File: config.mk
export PLATFORM = sky130hd
export DESIGN_NAME = burst_col_gen
export DESIGN_NICKNAME = d
export VERILOG_FILES = /design/src/rtl/bcg_pkg.sv /design/src/rtl/bcg_len_decode.sv /design/src/rtl/bcg_beat_ctr.sv /design/src/rtl/bcg_order.sv /design/src/rtl/burst_col_gen.sv
export SDC_FILE = /design/constraint.sdc
export NUM_CORES = 1
export LEC_CHECK = 0
export BUFFER_PORTS_ARGS = -buffer_cell sky130_fd_sc_hd__buf_2
export CAP_MARGIN = 10
export CORE_MARGIN = 5
export CORE_UTILIZATION = 44
export DETAILED_ROUTE_END_ITERATION = 10
export PLACE_DENSITY = 0.72
export SYNTH_ARGS = -nofsm -noshare
export SYNTH_HDL_FRONTEND = slang
export SYNTH_SLANG_ARGS = --single-unit
File: constraint.sdc
create_clock -name clk -period 2 [get_ports clk]
set_input_delay 0.6 -clock clk [delete_from_list [all_inputs] [get_ports clk]]
set_output_delay 0.6 -clock clk [all_outputs]
set_load 0.1 [all_outputs]
File: src/rtl/bcg_pkg.sv
package bcg_pkg;

   typedef enum logic {
      ORD_SEQ = 1'b0,
      ORD_ITL = 1'b1
   } order_e;

   localparam int unsigned LEN_CODES = 4;

endpackage

File: src/rtl/bcg_len_decode.sv
module bcg_len_decode #(
   parameter int unsigned CODE_W = 3,
   parameter int unsigned OFF_W  = 3
) (
   input  logic [CODE_W-1:0] code_i,
   output logic [OFF_W-1:0]  mask_o
);

   localparam int unsigned NUM_LEN = OFF_W + 1;

   logic [NUM_LEN-1:0][OFF_W-1:0] mask_tab;
   logic [NUM_LEN-1:0]            hit;

   generate
      if (CODE_W < $clog2(NUM_LEN)) begin : g_bad_code
         $error("bcg_len_decode: CODE_W too narrow for OFF_W");
      end
      for (genvar i = 0; i < NUM_LEN; i++) begin : g_len
         assign mask_tab[i] = OFF_W'((1 << i) - 1);
         assign hit[i]      = (code_i == CODE_W'(i));
      end
   endgenerate

   always_comb begin
      mask_o = '0;
      for (int i = 0; i < NUM_LEN; i++) begin
         if (hit[i]) mask_o = mask_tab[i];
      end
   end

endmodule

File: src/rtl/bcg_beat_ctr.sv
module bcg_beat_ctr #(
   parameter int unsigned OFF_W = 3
) (
   input  logic             clk,
   input  logic             rst_n,
   input  logic             load_i,
   input  logic [OFF_W-1:0] mask_i,
   output logic [OFF_W-1:0] cnt_o,
   output logic [OFF_W-1:0] mask_o,
   output logic             active_o,
   output logic             last_o
);

   logic [OFF_W-1:0] cnt_q;
   logic [OFF_W-1:0] mask_q;
   logic             act_q;
   logic             at_end;

   assign at_end = (cnt_q == mask_q);

   always_ff @(posedge clk) begin
      if (!rst_n) begin
         cnt_q  <= '0;
         mask_q <= '0;
         act_q  <= 1'b0;
      end else if (load_i) begin
         cnt_q  <= '0;
         mask_q <= mask_i;
         act_q  <= 1'b1;
      end else if (act_q) begin
         if (at_end) begin
            act_q <= 1'b0;
         end else begin
            cnt_q <= cnt_q + 1'b1;
         end
      end
   end

   assign cnt_o    = cnt_q;
   assign mask_o   = mask_q;
   assign active_o = act_q;
   assign last_o   = act_q & at_end;

endmodule

File: src/rtl/bcg_order.sv
module bcg_order #(
   parameter int unsigned OFF_W     = 3,
   parameter bit          ITL_EN    = 1'b1
) (
   input  logic             itl_i,
   input  logic [OFF_W-1:0] off_i,
   input  logic [OFF_W-1:0] cnt_i,
   input  logic [OFF_W-1:0] mask_i,
   output logic [OFF_W-1:0] lo_o
);

   logic [OFF_W-1:0] seq_lo;
   logic [OFF_W-1:0] itl_lo;

   assign seq_lo = (off_i + cnt_i) & mask_i;

   generate
      if (ITL_EN) begin : g_itl
         assign itl_lo = (off_i ^ cnt_i) & mask_i;
         assign lo_o   = itl_i ? itl_lo : seq_lo;
      end else begin : g_seq_only
         assign itl_lo = '0;
         assign lo_o   = seq_lo;
      end
   endgenerate

endmodule

File: src/rtl/burst_col_gen.sv
module burst_col_gen #(
   parameter int unsigned COL_W   = 9,
   parameter int unsigned OFF_W   = 3,
   parameter int unsigned CODE_W  = 3,
   parameter bit          ITL_EN  = 1'b1
) (
   input  logic              clk,
   input  logic              rst_n,
   input  logic              start_i,
   input  logic [COL_W-1:0]  start_col_i,
   input  logic [CODE_W-1:0] bl_code_i,
   input  logic              btype_i,
   output logic [COL_W-1:0]  col_o,
   output logic              valid_o,
   output logic              last_o
);

   import bcg_pkg::*;

   localparam int unsigned HI_W = COL_W - OFF_W;

   generate
      if (COL_W <= OFF_W) begin : g_bad_width
         $error("burst_col_gen: COL_W must exceed OFF_W");
      end
   endgenerate

   logic [COL_W-1:0] base_q;
   order_e           ord_q;
   logic [OFF_W-1:0] new_mask;
   logic [OFF_W-1:0] cnt;
   logic [OFF_W-1:0] mask;
   logic [OFF_W-1:0] lo;
   logic [OFF_W-1:0] off;
   logic             active;
   logic             last;

   bcg_len_decode #(.CODE_W(CODE_W), .OFF_W(OFF_W)) len_dec_i (
      .code_i (bl_code_i),
      .mask_o (new_mask)
   );

   always_ff @(posedge clk) begin
      if (!rst_n) begin
         base_q <= '0;
         ord_q  <= ORD_SEQ;
      end else if (start_i) begin
         base_q <= start_col_i;
         ord_q  <= order_e'(btype_i);
      end
   end

   bcg_beat_ctr #(.OFF_W(OFF_W)) ctr_i (
      .clk      (clk),
      .rst_n    (rst_n),
      .load_i   (start_i),
      .mask_i   (new_mask),
      .cnt_o    (cnt),
      .mask_o   (mask),
      .active_o (active),
      .last_o   (last)
   );

   assign off = base_q[OFF_W-1:0] & mask;

   bcg_order #(.OFF_W(OFF_W), .ITL_EN(ITL_EN)) order_i (
      .itl_i  (ord_q == ORD_ITL),
      .off_i  (off),
      .cnt_i  (cnt),
      .mask_i (mask),
      .lo_o   (lo)
   );

   logic [HI_W-1:0] hi;
   assign hi = base_q[COL_W-1:OFF_W];

   assign col_o   = {hi, (base_q[OFF_W-1:0] & ~mask) | lo};
   assign valid_o = active;
   assign last_o  = last;

endmodule

==> results of run 1 <==
synthesized netlist by cell type:
cell and number:
nand2b_1 1, and2_1 2, buf_2 1, mux2_1 1, nor2b_1 13, xor2_2 2
nand3_1 2, nor4_1 1, o311ai_1 1, a31oi_1 1, nor3_1 1, a21boi_0 2
mux2i_1 12, fa_1 1, mux2_2 1, xnor2_1 2, nand2_1 5, o21ai_0 1
inv_1 2, nor2_1 4, nor2_2 1, o31ai_1 1, dfxtp_1 17, buf_4 6
ha_1 3, clkbuf_1 2, xor2_1 3, a21oi_1 2
critical path: stages (launching register included):
cell	delay (ns)
dfxtp_2	0.33
and2_4	0.15
ha_4	0.15
fa_2	0.31
nand2b_1	0.09
xnor2_1	0.12
nand2_1	0.14
xnor2_4	0.18
buf_12	0.19
metal layers:
metal	track usage	part of all wire	routed length [um]
met4	0.07287	0.0056	10
met1	0.1721	0.43	774
met5	0	0	0
met2	0.2402	0.50	889
met3	0.03753	0.063	113
final timing paths:
check,from,end,slack (ns),depth (start not counted)
max,base_q[0],col_o[2],-0.56,8
min,base_q[6],base_q[6],0.53,2
max reg2reg,ctr_i.cnt_o[0],ctr_i.cnt_o[2],0.60,5
min reg2reg,base_q[6],base_q[6],0.53,2
cell families after synthesis:
family | after synthesis | share of synthesized area
AOI/OAI and AO/OA | 8 | 0.05866
xor gates and xnor gates | 7 | 0.08520
adders and majority gates | 4 | 0.06425
buffers and inverters | 11 | 0.07262
DFF | 17 | 0.3799
muxes | 14 | 0.1592
and+or+nand+nor | 30 | 0.1802
timing repair:
action | 4_1_cts | 5_1_grt
resized for setup | 5 | 3
endpoints found under the setup margin | 4 | 4
gates cloned | 0 | 0
pin swaps | 4 | 1
metrics by stage:
step | setup WS, ns | instance area [sq um]
2_1_floorplan | -0.5064 | 954.7
3_3_place_gp | -0.2628 | 1181
3_5_place_dp | -0.3041 | 1181
4_1_cts | -0.5854 | 1237
5_1_grt | -0.6459 | 1250
6_report | -0.5570 | 1250
sequential cells by signal (all words and copies together), names as in the netlist:
register and cells:
base_q 9, ctr_i.cnt_o 3, ctr_i.mask_o 3, ctr_i.active_o 1, ord_q 1
cells in the final DEF, fill, tap and decap left out, drive strengths merged, types with 3 or more instances in the layout:
| cell type | synthesis | layout |
|---|---|---|
| buf | 7 | 34 |
| clkbuf | 2 | 3 |
| dfxtp | 17 | 17 |
| ha | 3 | 3 |
| mux2i | 12 | 12 |
| nand2 | 5 | 5 |
| nor2 | 5 | 5 |
| nor2b | 13 | 13 |
| xor2 | 5 | 5 |
cell type report:
type | count | area [sq um]
clock buffers | 3 | 22.52
fillers | 185 | 691.9
flip-flops and latches | 17 | 347.8
repair buffers | 34 | 254.0
inverters | 2 | 7.507
multi-input cells | 63 | 579.3
clock inverters | 1 | 5.005
well taps | 27 | 33.78
power by group through the flow:
stage / clock, W / combinational [W] / sequential, W
3_3_place_gp: 0 / 0.000230 / 0.000372
2_1_floorplan: 0 / 0.000164 / 0.000384
4_1_cts: 0.000194 / 0.000237 / 0.000366
3_5_place_dp: 0 / 0.000234 / 0.000373
6_report: 0.000185 / 0.000237 / 0.000366
5_1_grt: 0.000213 / 0.000251 / 0.000369
==> flow_metrics.py, run 1 <==
metrics = {
    "run_status": {
        "status": "complete, but fails checks",
        "violations": "negative setup slack",
    },
    "pwr": {
        "intPower_w": 0.0005096,
        "peakVddDrop_mv": 0.4364,
        "switching_power_w": 0.0002777,
        "pwr-share-seq": 0.465,
        "clkPwrFrac": 0.235,
        "p_leak_nw": 0.5681,
        "p_per_area_mw_per_mm2": 629.8,
        "fin_total_pwr_w": 0.0007873,
        "combPwrFrac": 0.301,
        "swShare": 0.3527,
    },
    "detailed_routing": {
        "drc": 0,
        "wl_per_cell_um": 12.16,
        "routed_via_density": 4.748,
        "wl_um": 1787,
        "drtIter0Drc": 3,
        "num_vias": 698,
        "firstDrtPassIters": 4,
        "drt.antenna.violating_nets": 0,
    },
    "critical_path": {
        "end_kind": "output pin",
        "cp.required_ns": 1.40,
        "cp.arrival_ns": 1.96,
        "critPathMaxFanout": 2,
        "path_class": "flop to output pin",
        "cp-start-kind": "flop",
    },
    "clock_tree": {
        "cts.clk_slew.worst_paths_ns": 0.10,
        "post-cts-setup-buffers": 0,
        "cts-buffers-inserted": 3,
        "clock_latency_ns": 0.29,
        "cts_max_level": 1,
        "cts.path.max_buffers": 2,
        "clkSinkCount": 17,
        "clk_root_buffer_cell": "clkbuf_4",
        "cts_tree": "done",
        "hold_buffers": 0,
    },
    "yosys": {
        "synth_top_area_cell": "dfxtp_1",
        "ys_seq_elements": 17,
        "synthTopCellsByArea": "dfxtp_1, mux2i_1, nor2b_1",
        "ys_warn_count": 0,
        "synth_nets": 111,
        "syn_area_per_cell_sq_um": 9.845,
        "ys_types": 28,
        "synth.top_cell.area_share": 0.3799,
        "synth_seq_area_share": 0.3799,
        "synth_area_sq_um": 895.9,
        "netlist_instances": 91,
    },
    "global_route": {
        "overflow": 0,
        "grt_pass1_vias": 727,
        "grt_pass1_wl_um": 3091,
        "grt_max_degree": 16,
        "track_usage": 0.1450,
        "antenna_found_initial": 0,
    },
    "timing": {
        "final.period_utilization": 1.278,
        "fin_crit_ns": 2.557,
        "fmax_mhz": 391.1,
        "finalSetupTns_ns": -1.120,
        "setup-violations-final": 4,
        "rsz0062_at_grt": "true",
        "finalHoldViolCount": 0,
        "relSlewSlack": 0.6792,
        "fin_hold_ws_ns": 0.5255,
        "worst_slew_pin_slew_ns": 0.4845,
        "postLayoutSetupSlackWorst_ns": -0.5570,
        "fin_skew_ns": 0.001486,
        "drv_slew": 0,
    },
    "cells_and_area": {
        "syn_to_final_growth_pct": 39.53,
        "nets": 141,
        "drive_above_1_share": 0.4500,
        "finalNonFillerCells": 147,
        "antennaDiodeCount": 0,
        "utilization": 0.6437,
    },
    "hold_path": {
        "min_path_type": "flop to flop",
    },
    "die": {
        "ioPinCount": 27,
        "fp.coreArea_sq_mm": 0.001942,
        "initial_core_util": 0.4613,
        "fp.dieArea_sq_mm": 0.003038,
        "die_width_um": 55.12,
        "die_h_um": 55.12,
        "num_rows": 16,
    },
    "run": {
        "drv_cap": 0,
    },
    "place": {
        "place_congestion": 0.7741,
        "io_buffers": 26,
        "place_inst": 143,
        "dp_hpwl_um": 1439,
    },
}
No activity file was read; power rests on OpenSTA's default activity.
==> run 2: changes to the inputs <==
--- a/config.mk
+++ b/config.mk
@@ -14,3 +14,4 @@
 export SYNTH_ARGS = -nofsm -noshare
 export SYNTH_HDL_FRONTEND = slang
 export SYNTH_SLANG_ARGS = --single-unit
+export TNS_END_PERCENT = 20
==> run 2 against run 1 <==
Compared with the run above: sequential power about the same; flip-flop and latch count did not move; setup slack got worse by 0.010 ns; global-route usage grew 0.15 points; the run still ends with negative setup slack left; clock skew grew 0.0025 ns.
==> flow_metrics.py, run 2 (same netlist as run 1, synthesis figures left out) <==
metrics = {
    "critical_path": {
        "path_class": "flop to output pin",
        "ff2ff_path_depth": 5,
        "r2r_slack_ns": 0.63,
        "r2r-end": "ctr_i.cnt_o[0]",
        "cp.required_ns": 1.40,
        "r2r_start": "ctr_i.cnt_o[1]",
        "end_kind": "output pin",
        "cp.arrival_ns": 1.97,
        "cp-start-kind": "flop",
        "critPathMaxFanout": 2,
    },
    "clock_tree": {
        "cts.clk_slew.worst_paths_ns": 0.11,
        "clkSinkCount": 17,
        "hold_buffers": 0,
        "cts_tree": "done",
        "post-cts-setup-buffers": 0,
        "clk_root_buffer_cell": "clkbuf_4",
        "clock_latency_ns": 0.30,
        "cts_max_level": 1,
        "cts-buffers-inserted": 3,
        "cts.path.max_buffers": 2,
    },
    "global_route": {
        "overflow": 0,
        "grt_max_degree": 16,
        "grt_pass1_vias": 713,
        "grt_pass1_wl_um": 3132,
        "track_usage": 0.1465,
        "antenna_found_initial": 0,
    },
    "timing": {
        "postLayoutSetupSlackWorst_ns": -0.5670,
        "finalSetupTns_ns": -1.131,
        "drv_slew": 0,
        "setup-violations-final": 4,
        "worst_slew_pin_slew_ns": 0.4899,
        "fmax_mhz": 389.6,
        "final.period_utilization": 1.284,
        "fin_hold_ws_ns": 0.5192,
        "rsz0062_at_grt": "true",
        "finalHoldViolCount": 0,
        "relSlewSlack": 0.6756,
        "fin_skew_ns": 0.003947,
        "fin_crit_ns": 2.567,
    },
    "run_status": {
        "status": "complete, but fails checks",
        "violations": "negative setup slack",
    },
    "detailed_routing": {
        "wl_per_cell_um": 12.47,
        "drc": 0,
        "wl_um": 1833,
        "firstDrtPassIters": 2,
        "num_vias": 708,
        "drtIter0Drc": 8,
        "drt.antenna.violating_nets": 0,
        "routed_via_density": 4.816,
    },
    "hold_path": {
        "hold_end": "base_q[5]",
        "worstHoldStart": "base_q[5]",
        "min_path_type": "flop to flop",
        "hold_depth": 2,
    },
    "die": {
        "fp.dieArea_sq_mm": 0.003038,
        "initial_core_util": 0.4613,
        "ioPinCount": 27,
        "die_h_um": 55.12,
        "die_width_um": 55.12,
        "num_rows": 16,
        "fp.coreArea_sq_mm": 0.001942,
    },
    "pwr": {
        "p_per_area_mw_per_mm2": 643.5,
        "peakVddDrop_mv": 0.5693,
        "p_leak_nw": 0.5657,
    },
    "cells_and_area": {
        "syn_to_final_growth_pct": 38.55,
        "final_cell_mix": "buf_2, nor2b_1, dfxtp_1, mux2i_1, buf_4",
        "nets": 141,
        "antennaDiodeCount": 0,
        "drive_above_1_share": 0.4333,
        "largest_register_ffs": 9,
        "top_register": "base_q",
        "final_common_cell": "buf_2",
    },
    "place": {
        "preCtsSetupSlack_ns": -0.2823,
        "place_congestion": 0.7460,
        "dp_hpwl_um": 1411,
        "io_buffers": 26,
    },
    "run": {
        "drv_cap": 0,
    },
}
[run 2: cell types whose count changed in the layout (fill, tap and decap cells not counted)]
| cell | change |
|---|---|
| clkbuf_1 | +1 |
| clkinv_2 | -1 |
| xor2_1 | +1 |
| xor2_2 | -1 |
[run 2: worst max path at each step]
stage	depth (start not counted)	slack [ns]	startpoint	to
finish	8	-0.57	base_q[0]	col_o[2]
global route	8	-0.67	base_q[0]	col_o[2]
CTS	8	-0.58	base_q[0]	col_o[2]
detailed placement	8	-0.28	ctr_i.mask_o[0]	col_o[2]
global placement	8	-0.26	ctr_i.mask_o[0]	col_o[2]
floorplan	7	-0.51	ctr_i.mask_o[0]	col_o[2]
[run 2: metrics by stage]
step,cells,util,power [W],instance area (sq um)
2_1_floorplan,91,-,0.0005473,950.9
3_3_place_gp,143,0.6063,0.0006026,1177
3_5_place_dp,143,0.6063,0.0006069,1177
4_1_cts,147,0.6392,0.0008035,1241
5_1_grt,147,0.6392,0.0008323,1241
6_report,147,0.6392,0.0007988,1241
[run 2: metal layers]
metal  GRT usage  vias up  wire length [um]
met2      0.2441       16               904
met3     0.03217        2                75
li1            -      357                 -
met5           0        -                 0
met4     0.07287        0                33
met1      0.1769      333               819
[run 2: area by class of cell]
type	count	area (sq um)
multi-input cells	63	571.8
fillers	166	700.7
clock buffers	4	26.28
inverters	2	7.507
flip-flops and latches	17	347.8
well taps	27	33.78
repair buffers	34	254.0
[run 2: what timing repair did]
action / in CTS / in global routing
pin swaps: 6 / 0
gates resized for setup: 8 / 0
endpoints found under the setup margin: 4 / 4
[run 2: power by group]
group	total (W)	switching (W)	leakage, nW	internal (W)
Clock	0.000196	0.000118	0.0150	0.0000778
Sequential	0.000366	0.0000114	0.142	0.000354
Combinational	0.000237	0.000157	0.409	0.0000805
[run 2: worst max-delay path, stage by stage, from the launching register on]
cell and delay [ns]:
dfxtp_1 0.32, and2_4 0.16, ha_4 0.15, fa_2 0.33, nand2b_1 0.08, xnor2_1 0.11
nand2_1 0.14, xnor2_4 0.18, buf_12 0.19
==> run 3: changes to the inputs <==
--- a/config.mk
+++ b/config.mk
@@ -10,7 +10,7 @@
 export CORE_MARGIN = 5
 export CORE_UTILIZATION = 44
 export DETAILED_ROUTE_END_ITERATION = 10
-export PLACE_DENSITY = 0.72
+export PLACE_DENSITY = 0.78
 export SYNTH_ARGS = -nofsm -noshare
 export SYNTH_HDL_FRONTEND = slang
 export SYNTH_SLANG_ARGS = --single-unit
==> run 3 against run 2 <==
Compared with the run above: the flow still finishes with violations (negative setup slack); cell area increased by 2.1%; sequential power is essentially flat; combinational power is essentially flat; die area stayed put; first-iteration DRC count is 50% lower; power shrank 1.6%; clock skew about the same; register-to-register slack lost 0.06 ns; utilization up 1.4 points; highest routed layer unchanged.
==> flow_metrics.py, run 3 (same netlist as run 1, synthesis figures left out) <==
metrics = {
    "run_status": {
        "status": "complete, but fails checks",
        "violations": "negative setup slack",
    },
    "global_route": {
        "grt_max_degree": 16,
        "overflow": 0,
        "grt_pass1_wl_um": 3132,
        "track_usage": 0.1488,
        "antenna_found_initial": 0,
        "grt_pass1_vias": 746,
    },
    "pwr": {
        "fin_total_pwr_w": 0.0007860,
        "clkPwrFrac": 0.231,
        "combPwrFrac": 0.303,
        "swShare": 0.3472,
        "switching_power_w": 0.0002729,
        "intPower_w": 0.0005131,
        "p_per_area_mw_per_mm2": 620.1,
        "peakVddDrop_mv": 0.5093,
        "pwr-share-seq": 0.466,
        "p_leak_nw": 0.5777,
    },
    "detailed_routing": {
        "drt.antenna.violating_nets": 0,
        "drtIter0Drc": 4,
        "drc": 0,
        "wl_per_cell_um": 12.84,
        "wl_um": 1888,
        "firstDrtPassIters": 4,
        "routed_via_density": 4.816,
        "num_vias": 708,
    },
    "clock_tree": {
        "cts.clk_slew.worst_paths_ns": 0.10,
        "hold_buffers": 0,
        "cts.path.max_buffers": 2,
        "clock_latency_ns": 0.28,
        "cts_max_level": 1,
        "clkSinkCount": 17,
        "cts-buffers-inserted": 3,
        "clk_root_buffer_cell": "clkbuf_4",
        "post-cts-setup-buffers": 0,
        "cts_tree": "done",
    },
    "timing": {
        "postLayoutSetupSlackWorst_ns": -0.5357,
        "rsz0062_at_grt": "true",
        "final.period_utilization": 1.268,
        "fmax_mhz": 394.4,
        "setup-violations-final": 4,
        "drv_slew": 0,
        "fin_skew_ns": 0.003529,
        "relSlewSlack": 0.6782,
        "worst_slew_pin_slew_ns": 0.4860,
        "fin_crit_ns": 2.536,
        "finalHoldViolCount": 0,
    },
    "cells_and_area": {
        "fin_area_sq_mm": 0.001267,
        "final_common_cell": "buf_2",
        "fillers": 168,
        "top_register": "base_q",
        "final_cell_mix": "buf_2, nor2b_1, dfxtp_1, mux2i_1, buf_4",
        "drive_above_1_share": 0.4750,
        "syn_to_final_growth_pct": 41.48,
        "finalNonFillerCells": 147,
        "nets": 141,
        "largest_register_ffs": 9,
        "antennaDiodeCount": 0,
    },
    "critical_path": {
        "cp.arrival_ns": 1.94,
        "critPathMaxFanout": 2,
        "cp.required_ns": 1.40,
        "r2r_start": "ctr_i.cnt_o[1]",
        "crit_end": "col_o[2]",
        "ff2ff_path_depth": 5,
        "r2r_slack_ns": 0.57,
        "path_class": "flop to output pin",
        "r2r-end": "ctr_i.cnt_o[1]",
        "cp-start-kind": "flop",
        "end_kind": "output pin",
        "worstSetupStartpoint": "ctr_i.mask_o[0]",
    },
    "die": {
        "initial_core_util": 0.4613,
        "fp.dieArea_sq_mm": 0.003038,
        "die_width_um": 55.12,
        "die_h_um": 55.12,
        "fp.coreArea_sq_mm": 0.001942,
        "ioPinCount": 27,
        "num_rows": 16,
    },
    "place": {
        "place_congestion": 0.8028,
        "place_inst": 143,
        "preCtsSetupSlack_ns": -0.2825,
        "io_buffers": 26,
        "postPlaceCellArea_sq_mm": 0.001177,
        "dp_hpwl_um": 1478,
    },
    "hold_path": {
        "min_path_type": "flop to flop",
        "worstHoldStart": "ctr_i.mask_o[2]",
    },
    "run": {
        "drv_cap": 0,
    },
}
## run 3: cell counts in the layout (fill, tap and decap cells not counted)
No cell type changed its count.
## run 3: power groups by stage
stage,combinational [W],clock [W],sequential (W)
after floorplan,0.000164,0,0.000383
after global placement,0.000231,0,0.000372
after detailed placement,0.000234,0,0.000373
after CTS,0.000239,0.000188,0.000366
after global routing,0.000250,0.000206,0.000369
final,0.000238,0.000182,0.000366
## run 3: through the flow
| step | setup TNS, ns | utilization | hold slack, ns |
|---|---|---|---|
| 6_report | -1.074 | 0.6527 | 0.5114 |
| 5_1_grt | -1.303 | 0.6527 | 0.5500 |
| 3_5_place_dp | -0.4979 | 0.6063 | 0.5072 |
| 4_1_cts | -1.124 | 0.6405 | 0.5315 |
| 2_1_floorplan | -1.257 | - | 0.4840 |
| 3_3_place_gp | -0.4622 | 0.6063 | 0.4936 |
## run 3: how the worst min path moves through the flow
stage                 endpoint  slack, ns  cells after the start
2_1_floorplan        base_q[3]       0.48                      2
4_1_cts              base_q[3]       0.53                      2
3_5_place_dp         base_q[3]       0.51                      2
6_report       ctr_i.mask_o[2]       0.51                      2
3_3_place_gp         base_q[6]       0.49                      2
5_1_grt              base_q[8]       0.55                      2
## run 3: final cells by class
cell class	instances	area, sq um	area share
sequential	17	349.1	0.2754
clock buffer	4	26.28	0.02073
inverter	2	7.507	0.005923
timing repair buffer	34	254.0	0.2004
tap	27	33.78	0.02665
multi-input combinational	63	596.8	0.4709
## run 3: repair_timing
item	in CTS	in global routing
pin swaps	4	1
gates resized for setup	9	4
setup endpoints to repair	4	4
## run 3: worst max-delay path: stages, from the launching register on
cell and delay (ns):
dfxtp_2 0.33, and2_4 0.15, ha_4 0.15, fa_2 0.35
nand2b_4 0.08, xnor2_2 0.10, nand2_2 0.10, xnor2_4 0.19
buf_12 0.19
## run 3: per-layer routing
layer  vias up  share of wire  GRT usage
li1        353              -          -
met1       334           0.41     0.1683
met2        19           0.54     0.2598
met3         2          0.038    0.03485
met4         0         0.0064    0.07287
met5         -              0          0
